[config.mk]
export PLATFORM = sky130hd
export DESIGN_NAME = simt_mask_ctrl
export DESIGN_NICKNAME = d
export VERILOG_FILES = /design/src/rtl/simt_mask_ctrl.sv
export SDC_FILE = /design/constraint.sdc
export NUM_CORES = 1
export LEC_CHECK = 0
export ABC_CLOCK_PERIOD_IN_PS = 11200
export BUFFER_PORTS_ARGS = -buffer_cell sky130_fd_sc_hd__buf_2
export CORE_MARGIN = 4
export CORE_UTILIZATION = 60
export CTS_BUF_LIST = sky130_fd_sc_hd__clkbuf_4
export DETAILED_ROUTE_END_ITERATION = 16
export PLACE_DENSITY = 0.79
export SYNTH_ARGS = -nofsm -noshare
export SYNTH_HDL_FRONTEND = slang
export SYNTH_SLANG_ARGS = --single-unit
[constraint.sdc]
create_clock -name clk -period 11.2 [get_ports clk]
set_input_delay 2.24 -clock clk [delete_from_list [all_inputs] [get_ports clk]]
set_output_delay 2.24 -clock clk [all_outputs]
set_load 0.1 [all_outputs]
[src/rtl/simt_mask_ctrl.sv]
module simt_mask_ctrl #(
  parameter int LANES = 32,
  parameter int DEPTH = 4,
  parameter int CNT_W = 32
) (
  input  logic             clk,
  input  logic             rst_n,
  input  logic             br_valid,
  input  logic [LANES-1:0] br_cond,
  input  logic             reconv,
  input  logic             issue,
  output logic [LANES-1:0] active_mask,
  output logic             on_else,
  output logic [CNT_W-1:0] cnt_active,
  output logic [CNT_W-1:0] cnt_wasted,
  output logic             stack_ovf
);
  localparam int SPW = $clog2(DEPTH + 1);
  localparam int IW  = (DEPTH > 1) ? $clog2(DEPTH) : 1;
  localparam int PCW = $clog2(LANES + 1);

  logic [LANES-1:0] sv_mask   [DEPTH];
  logic [LANES-1:0] pend_mask [DEPTH];
  logic             sv_else   [DEPTH];
  logic [SPW-1:0]   sp;

  function automatic logic [PCW-1:0] popcnt(input logic [LANES-1:0] v);
    logic [PCW-1:0] n;
    n = '0;
    for (int i = 0; i < LANES; i++) n = n + PCW'(v[i]);
    return n;
  endfunction

  wire [LANES-1:0] then_m  = active_mask & br_cond;
  wire [LANES-1:0] else_m  = active_mask & ~br_cond;
  wire             full    = (sp == SPW'(DEPTH));
  wire             empty   = (sp == '0);
  wire [IW-1:0]    top     = IW'(sp - SPW'(1));
  wire [IW-1:0]    nxt     = IW'(sp);
  wire             do_push = br_valid && !full;
  wire             do_rc   = reconv && !br_valid && !empty;
  wire [PCW-1:0]   n_on    = popcnt(active_mask);

  always_ff @(posedge clk) begin
    if (!rst_n) begin
      active_mask <= '1;
      on_else     <= 1'b0;
      sp          <= '0;
      cnt_active  <= '0;
      cnt_wasted  <= '0;
      stack_ovf   <= 1'b0;
      for (int i = 0; i < DEPTH; i++) begin
        sv_mask[i]   <= '0;
        pend_mask[i] <= '0;
        sv_else[i]   <= 1'b0;
      end
    end else begin
      if (br_valid && full) stack_ovf <= 1'b1;
      if (do_push) begin
        sv_mask[nxt] <= active_mask;
        sv_else[nxt] <= on_else;
        sp           <= sp + SPW'(1);
        if (then_m != '0) begin
          active_mask    <= then_m;
          on_else        <= 1'b0;
          pend_mask[nxt] <= else_m;
        end else begin
          active_mask    <= else_m;
          on_else        <= 1'b1;
          pend_mask[nxt] <= '0;
        end
      end else if (do_rc) begin
        if (pend_mask[top] != '0) begin
          active_mask    <= pend_mask[top];
          on_else        <= 1'b1;
          pend_mask[top] <= '0;
        end else begin
          active_mask <= sv_mask[top];
          on_else     <= sv_else[top];
          sp          <= sp - SPW'(1);
        end
      end
      if (issue) begin
        cnt_active <= cnt_active + CNT_W'(n_on);
        cnt_wasted <= cnt_wasted + CNT_W'(LANES) - CNT_W'(n_on);
      end
    end
  end


  branch_narrows_chk: assert property (@(posedge clk) disable iff (!rst_n)
    do_push |=> ((active_mask & ~$past(active_mask)) == '0));


  outer_full_mask_chk: assert property (@(posedge clk) disable iff (!rst_n)
    empty |-> (active_mask == '1 && !on_else));


  slot_sum_chk: assert property (@(posedge clk) disable iff (!rst_n)
    issue |=> (cnt_active + cnt_wasted) == ($past(cnt_active) + $past(cnt_wasted) + CNT_W'(LANES)));


  ovf_sticky_chk: assert property (@(posedge clk) disable iff (!rst_n)
    stack_ovf |=> stack_ovf);


  ovf_hold_chk: assert property (@(posedge clk) disable iff (!rst_n)
    (br_valid && full) |=> ($stable(active_mask) && $stable(on_else)));
endmodule

# Word-level counts from Yosys, hierarchy flattened
# Memories as Yosys holds them, arrays and structs flattened.
# Cells that the tools add are included.
# Widths: inputs -> output; s select.
# totals
reg_bits	101
ram_bits	260
out_inout_bits	98
elab_cells	107
n_memories	3
# classes
add_sub_neg	36
eq_ne	2
mux	40
bitwise_logic	4
reduce_logical	16
# mem_list
name	words	word_bits	rd	rd_clocked_by_memory_dff	wr	line	text
pend_mask	4	32	1	0	4	23	logic [LANES-1:0] pend_mask [DEPTH];
sv_mask	4	32	1	0	4	22	logic [LANES-1:0] sv_mask [DEPTH];
sv_else	4	1	1	0	4	24	logic sv_else [DEPTH];
# op_table
operator	count
$mux 32	8
$add 6x1->6	26
$reduce_or 32->1	3
$and 32x32->32	2
$reduce_bool 32->1	2
$add 32x6->32	1
$add 32x6->32 const B	1
$not 32->32	1
$sub 32x6->32	1
$mux 1	25
$mux 3	3
$mux 2	4
$add 5x1->6	1
$add 4x1->5	1
$add 3x1->4	1
$logic_and 1x1->1	4
$add 2x1->3	1
$add 3x1->3 const B	1
$eq 3x3->1 const B	1
$logic_not 1->1	3
$logic_not 3->1	1
$sub 3x1->3 const B	1
$add 1x1->2	1
$ne 2x2->1 const B	1
other kinds (4)	4

# Logic depth before layout (Yosys ltp)
# Gate-level depths: netlist of the first run.
# depth
word_depth	32
mapped_depth	27

# Least setup slack after synthesis of the first run
# Ideal clock, no wire load.
# synth_path
path_kind	register to register
from	register active_mask[23]
to	register cnt_wasted[31]
t_arrival_ns	7.487
required_ns	11.128
slack_ns	3.641
path_stages_with_launch	28
path_buffers	0
period_less_slack_ns	7.559
path_cell_list	dfxtp_1 -> inv_1 -> fa_1 -> fa_1 -> fa_1 -> fa_1 -> fa_1 -> fa_1 -> inv_1 -> ha_1 -> inv_1 -> fa_1 -> nor2b_1 -> o21ai_0 -> nand2b_1 -> xor2_1 -> inv_1 -> ha_1 -> ha_1 -> o211ai_1 -> a21oi_1 -> o21ai_0 -> a21oi_1 -> o21ai_0 -> o211ai_1 -> a311oi_1 -> mux2i_1 -> mux2i_1
# synth_via
elab_chain_cells	10
# synth_rtl
item	line	text
start: declaration	12	output logic [LANES-1:0] active_mask,
start signal: assignment	64	active_mask <= then_m;
start signal: assignment	68	active_mask <= else_m;
start signal: assignment	74	active_mask <= pend_mask[top];
$add 6x1->6 (9 in series)	30	for (int i = 0; i < LANES; i++) n = n + PCW'(v[i]);
$sub 32x6->32	85	cnt_wasted <= cnt_wasted + CNT_W'(LANES) - CNT_W'(n_on);
end signal: assignment	85	
end: declaration	15	output logic [CNT_W-1:0] cnt_wasted,
# Every way passes these cells.
# A chain may end at the register's enable or synchronous reset.

# Worst setup path after layout of the first run
# layout_path
from	register active_mask[27]
to	register cnt_wasted[31]
# layout_via
elab_chain_cells	6
# layout_rtl
item	line
$add 6x1->6 (5 in series)	30
$sub 32x6->32	85
# Every way passes these cells.

==> reports/results.tsv, run 1 <==
stage	metric	value	unit
outcome	outcome	completed	
critical_path	CP Capture Type	flip-flop	
finish	Nets	1839	
logic_synthesis	Synth cell types	62	
logic_synthesis	Synth area leader	edfxtp_1	
global_route	GRT Util Overall	29.8	%
clocking	H-Tree Depth	3	
logic_synthesis	Net Count, Synth	1687	
sta	Fin. Hold Viols	0	
logic_synthesis	number of enable flip-flop cells after synthesis	257	
sta	fmax	0.129	GHz
power_and_ir_drop	worst vdd ir	482	uV
finish	fin util	68.9	%
finish	Synth-to-Final Area Change	12.2	%
logic_synthesis	Synth Instances	1572	
finish	most common cell after layout, fill and taps aside	edfxtp_1	
sta	Tcrit/Tclk final	69.0	%
logic_synthesis	Async S/R FF share, synth	0	%
job	max-capacitance violation count	0	
floorplan	core area	30000	um2
clocking	clock sink count	361	
clocking	clk_lat worst skew	780	ps
clocking	clk buf depth	3	
floorplan	initial core utilization	61.4	%
logic_synthesis	Seq cells post-synth	361	
critical_path	Worst Path Arrival	8350	ps
place	routability cong.	0.928	
global_route	met1 Track Usage GR	37.9	%
critical_path	Worst path slowest cell	fa_1	
place	DP HPWL	32400	um
detailed_routing	WL final	49900	um
sta	max-slew violations	0	
clocking	# Post-CTS Setup Buffers	0	
sta	Post-Route Setup TNS	0	ps
floorplan	io pins	135	
logic_synthesis	ys flop type	edfxtp_1	
critical_path	crit-path max cell delay	570	ps
clocking	post-cts resize count	0	
sta	final worst slack	3480	ps
floorplan	die area	33500	um2
global_route	largest net degree at the start of global routing	96	
critical_path	worst-path fanout max	6	
logic_synthesis	yosys warns	0	
sta	worst slew pin tran	1180	ps
detailed_routing	post-DR vias/cell	6.34	
global_route	vias in the first global route	14100	
clocking	clock tree from TritonCTS	yes	
floorplan	Die X	183	um
worst_hold_path	Hold WC Path Type	flip-flop to flip-flop	
detailed_routing	Avg WL per Cell	22.8	um
logic_synthesis	top-area cell type share of the netlist area	41.9	%
detailed_routing	Pre-Repair DR Iteration Count	6	
sta	Finish-stage setup viols	0	
global_route	initial antenna violation count	2	
clocking	CTS buffer count	92	
detailed_routing	DRC	0	
sta	relative slew slack	21.4	%
sta	crit path time final	7720	ps
power_and_ir_drop	leakage power	0.00845	uW
global_route	first-pass GRT wire length	77900	um
clocking	hold buffer count at cts	0	
global_route	routing usage on met2	48.2	%
sta	Final Skew	90.2	ps
finish	FILL cells	2175	
place	pre-CTS setup slack	3590	ps
detailed_routing	1st-iter DRT viols	1638	
floorplan	row count	63	
finish	layout cells sized above 1	22.5	%
detailed_routing	Antenna Nets Post-Route	0	
global_route	GRT overflow	0	
power_and_ir_drop	cell area power density	326	nW/um2
critical_path	CP startpoint kind	flip-flop	
critical_path	CP Data Required Time	11820	ps
floorplan	height of the die	183	um
clocking	Worst-path clk slew	60	ps
finish	most frequent cells in the layout	edfxtp_1, clkbuf_4, nor2_1	
critical_path	crit path kind	flip-flop to flip-flop	
detailed_routing	DR vias	13900	
clocking	Root Driver	clkbuf_4	
power_and_ir_drop	Final Power	6730	uW
place	placed cell area	19400	um2
logic_synthesis	sequential share of the synthesized area	53.3	%
place	# port buffers	134	
finish	design area	20600	um2
logic_synthesis	largest cells by area after synthesis	edfxtp_1, dfxtp_1, mux4_2	
logic_synthesis	Avg Cell Area, Syn	11.7	um2
critical_path	critical path's most frequent cell	fa_1	
global_route	busiest layer in global routing	met2	
global_route	met3 global-route usage	8.19	%
logic_synthesis	Synth Cell Area	18400	um2
sta	RSZ-0062 raised after global routing	false	
==> cells in the mapped netlist, types with 3 or more instances <==
cell	n
a21oi_1	36
nand2_1	46
o21bai_1	4
mux4_2	65
o22ai_1	4
nand3b_1	7
a22o_1	3
buf_6	3
dfxtp_1	104
and3_1	20
xnor2_1	30
inv_1	123
ha_1	52
nor4_1	77
buf_4	3
nand4b_1	9
nand2b_1	11
fa_1	26
mux2i_1	27
or2_2	3
clkbuf_1	83
o211a_1	4
or3_1	30
edfxtp_1	257
nor2_1	138
xor2_1	20
a21boi_0	7
o211ai_1	40
nor3b_1	3
a211oi_1	3
a31oi_1	9
buf_1	4
nor2b_1	68
buf_2	8
a22oi_1	13
nand4_1	11
nand3_1	53
o31ai_1	4
o21ai_0	57
nor3_1	8
and2_1	53
o21a_1	3
a21o_1	19
==> flip-flops by register name, summed over array words and instances (netlist names) <==
name         count
pend_mask      128
sv_else          4
cnt_wasted      32
sv_mask        128
sp               3
active_mask     32
on_else          1
cnt_active      32
stack_ovf        1
==> final cells by class <==
type | count | area [um2] | share of cell area [%]
Sequential cell | 361 | 9800 | 47.5
Tap cell | 390 | 488 | 2.36
Inverter | 125 | 469 | 2.27
Clock buffer | 151 | 1130 | 5.49
Timing Repair Buffer | 159 | 861 | 4.17
Multi-Input combinational cell | 985 | 7770 | 37.6
Antenna cell | 1 | 2.50 | 0.0121
Clock inverter | 18 | 120 | 0.582
==> critical path: cells and delay by family (launching register included) <==
family | cells | cell delay (ps)
flip-flops | 1 | 410
buffers and inverters | 4 | 350
AO/OA/AOI/OAI | 8 | 1610
adder cells (fa/ha/maj) | 10 | 4250
AND/OR/NAND/NOR | 2 | 220
XOR/XNOR | 1 | 240
multiplexers | 2 | 490
==> stage by stage <==
stage / hold slack, ps / instances
after floorplan: 442 / 1572
after CTS: 475 / 2189
after global placement: 447 / 2020
after detailed placement: 461 / 2020
final: 471 / 2190
after global routing: 494 / 2190
==> cell families after synthesis <==
kind of cell / after synthesis / synth area share, %
multiplexers: 92 / 9.42
AND/OR/NAND/NOR: 545 / 15.9
flip-flops: 361 / 53.3
buffers and inverters: 226 / 4.85
XOR/XNOR: 50 / 2.38
AO/OA/AOI/OAI: 220 / 7.81
adder cells (fa/ha/maj): 78 / 6.36
==> final timing paths <==
kind	start	end	slack, ps	cells after the start
hold reg to reg	cnt_wasted[31]	cnt_wasted[31]	470	2
hold / removal	cnt_wasted[31]	cnt_wasted[31]	470	2
setup reg to reg	active_mask[27]	cnt_wasted[31]	3480	27
setup / recovery	active_mask[27]	cnt_wasted[31]	3480	27
==> per-layer routing <==
| metal | vias up | wire length [um] |
|---|---|---|
| li1 | 6111 | - |
| met1 | 6691 | 18100 |
| met2 | 898 | 23600 |
| met3 | 174 | 6030 |
| met4 | 2 | 2180 |
| met5 | - | 13 |
==> power breakdown <==
part	switching [uW]	leakage, uW	internal (uW)
Combinational	2320	0.00417	1560
Sequential	97.6	0.00353	1570
Clock	551	0.000748	633
Power figures use the tool's default switching activity.
==> run 2, diff against run 1 <==
- ABC_CLOCK_PERIOD_IN_PS: 11200 -> 7100
- CORE_UTILIZATION: 60 -> 57
- clock period: 11.2 -> 7.1 ns (I/O delays scaled with it)
==> run 2 against run 1 <==
  * Hold slack is essentially flat
  * Clock skew shrank 18 ps
  * Total power increased by 77%
  * Register-to-register slack got worse by 3400 ps
  * Non-clock buffer count grew 49
  * Maximum frequency rose by 9.8%
  * Die area increased by 5.0%
  * First-iteration DRC count up 2.7%
  * Wire length grew 2.4%
  * Sequential cell count is the same
  * Clock-buffer cell count rose by 3
  * Highest routed layer unchanged
==> reports/results.tsv, run 2 (synthesis gave the netlist of run 1 again) <==
stage	metric	value	unit	change
critical_path	Worst Path Arrival	7670	ps	was 8350 ps
sta	Tcrit/Tclk final	99.1	%	was 69.0%
global_route	initial antenna violation count	2		unchanged
finish	Nets	1890		was 1839
detailed_routing	DR vias	14200		was 13900
clocking	Root Driver	clkbuf_4		unchanged
sta	crit path time final	7030	ps	was 7720 ps
power_and_ir_drop	leakage power	0.00872	uW	was 0.00845 uW
detailed_routing	Avg WL per Cell	22.6	um	was 22.8 um
sta	Fin. Hold Viols	0		unchanged
sta	Post-Route Setup TNS	0	ps	unchanged
sta	fmax	0.142	GHz	was 0.129 GHz
global_route	GRT Util Overall	28.8	%	was 29.8%
outcome	outcome	completed		unchanged
detailed_routing	met2 wire len	24500	um	was 23600 um
floorplan	Die X	188	um	was 183 um
clocking	clk buf depth	3		unchanged
clocking	CTS buffer count	94		was 92
finish	largest registers	pend_mask x128, sv_mask x128		unchanged
critical_path	worst-path fanout max	4		was 6
floorplan	initial core utilization	58.0	%	was 61.4%
detailed_routing	top sig layer	met5		unchanged
detailed_routing	1st-iter DRT viols	1683		was 1638
clocking	clk_lat worst skew	780	ps	about the same
sta	worst slew pin tran	961	ps	was 1180 ps
finish	Synth-to-Final Area Change	15.6	%	was 12.2%
sta	RSZ-0062 raised after global routing	true		was false
sta	relative slew slack	35.8	%	was 21.4%
detailed_routing	Pre-Repair DR Iteration Count	6		unchanged
finish	layout cells sized above 1	27.0	%	was 22.5%
finish	design area	21300	um2	was 20600 um2
detailed_routing	Antenna Nets Post-Route	0		unchanged
detailed_routing	WL final	51100	um	was 49900 um
power_and_ir_drop	worst vdd ir	1050	uV	was 482 uV
sta	Finish-stage setup viols	0		unchanged
clocking	clock tree from TritonCTS	yes		unchanged
global_route	vias in the first global route	14500		was 14100
place	DP HPWL	33400	um	was 32400 um
place	# port buffers	134		unchanged
floorplan	core area	31700	um2	was 30000 um2
floorplan	row count	65		was 63
floorplan	height of the die	188	um	was 183 um
detailed_routing	Metal-1 WL	18000	um	was 18100 um
clocking	clock sink count	361		unchanged
finish	most common cell after layout, fill and taps aside	edfxtp_1		unchanged
floorplan	io pins	135		unchanged
clocking	Worst-path clk slew	70	ps	was 60 ps
sta	Final Skew	72.1	ps	was 90.2 ps
global_route	largest net degree at the start of global routing	119		was 96
sta	max-slew violations	0		unchanged
place	placed cell area	19800	um2	was 19400 um2
detailed_routing	DRC	0		unchanged
power_and_ir_drop	cell area power density	560	nW/um2	was 326 nW/um2
job	max-capacitance violation count	0		unchanged
detailed_routing	met3 WL	6260	um	was 6030 um
global_route	GRT overflow	0		unchanged
clocking	H-Tree Depth	3		unchanged
finish	Final Instance Count excl. Fillers	2255		was 2190
critical_path	crit path kind	flip-flop to flip-flop		unchanged
critical_path	CP startpoint kind	flip-flop		unchanged
critical_path	CP Capture Type	flip-flop		unchanged
global_route	first-pass GRT wire length	80000	um	was 77900 um
finish	most frequent cells in the layout	edfxtp_1, clkbuf_4, nor2_1		unchanged
floorplan	die area	35200	um2	was 33500 um2
place	routability cong.	0.965		was 0.928
detailed_routing	post-DR vias/cell	6.28		was 6.34
place	Cells after DPL	2076		was 2020
critical_path	CP Data Required Time	7740	ps	was 11820 ps
worst_hold_path	Hold WC Path Type	flip-flop to flip-flop		unchanged
[run 2: cell types whose count changed in the layout (fill, tap and decap cells not counted), sizes merged]
cell,previous run,this run
inv,124,125
clkbuf,151,154
buf,159,208
[run 2: cell type report]
type	count	area, um2
Inverter	125	472
Sequential cell	361	9840
Multi-Input combinational cell	985	7930
Antenna cell	1	2.50
Clock inverter	19	114
Clock buffer	154	1160
Timing Repair Buffer	208	1250
Tap cell	402	503
Fill cell	2286	10400
[run 2: power by group]
part / internal [uW] / switching, uW
clock network: 1020 / 868
registers: 2480 / 127
logic: 3220 / 4200
[run 2: layer usage]
layer | vias up | track usage, %
met3 | 201 | 7.93
li1 | 6213 | -
met5 | - | 0
met4 | 2 | 12.7
met2 | 994 | 47.1
met1 | 6756 | 36.3
[run 2: worst paths after layout]
| check | from | endpoint | slack, ps | depth (start not counted) |
|---|---|---|---|---|
| worst max-delay path | active_mask[27] | cnt_wasted[30] | 70 | 27 |
| worst min-delay path | sv_else[0] | sv_else[0] | 470 | 2 |
| worst max register to register | active_mask[27] | cnt_wasted[30] | 70 | 27 |
| worst min register to register | sv_else[0] | sv_else[0] | 470 | 2 |
[run 2: what timing repair did]
action,4_1_cts,5_1_grt
hold buffers,0,0
resized for setup,10,30
setup buffers,2,4
setup endpoints to repair,8,18
gates cloned,0,0
pin swaps,14,21
[run 2: critical path, stage by stage (launching register included)]
cell and delay (ps):
dfxtp_4 350, inv_2 40, fa_1 590, fa_1 440, fa_1 470, fa_1 540, fa_2 480, fa_2 580
inv_2 40, ha_4 150, buf_4 120, a21o_1 160, a21oi_2 210, nor2b_1 70, o21a_1 240, ha_1 290
inv_1 100, ha_4 230, a21oi_2 170, o211ai_1 150, nand2_1 120, o211ai_1 90, buf_4 160, a41o_1 230
o21ba_4 220, a311o_1 380, nor3b_2 220, nor3b_2 60
[run 2: through the flow]
step	utilization [%]	hold slack (ps)	total power, uW	setup slack (ps)
floorplan	-	442	7480	0.824
global placement	62.4	455	8670	40.5
detailed placement	62.4	466	8940	-174
CTS	66.6	481	11100	9.98
global route	67.1	518	12700	-96.2
finish	67.1	471	11900	65.2
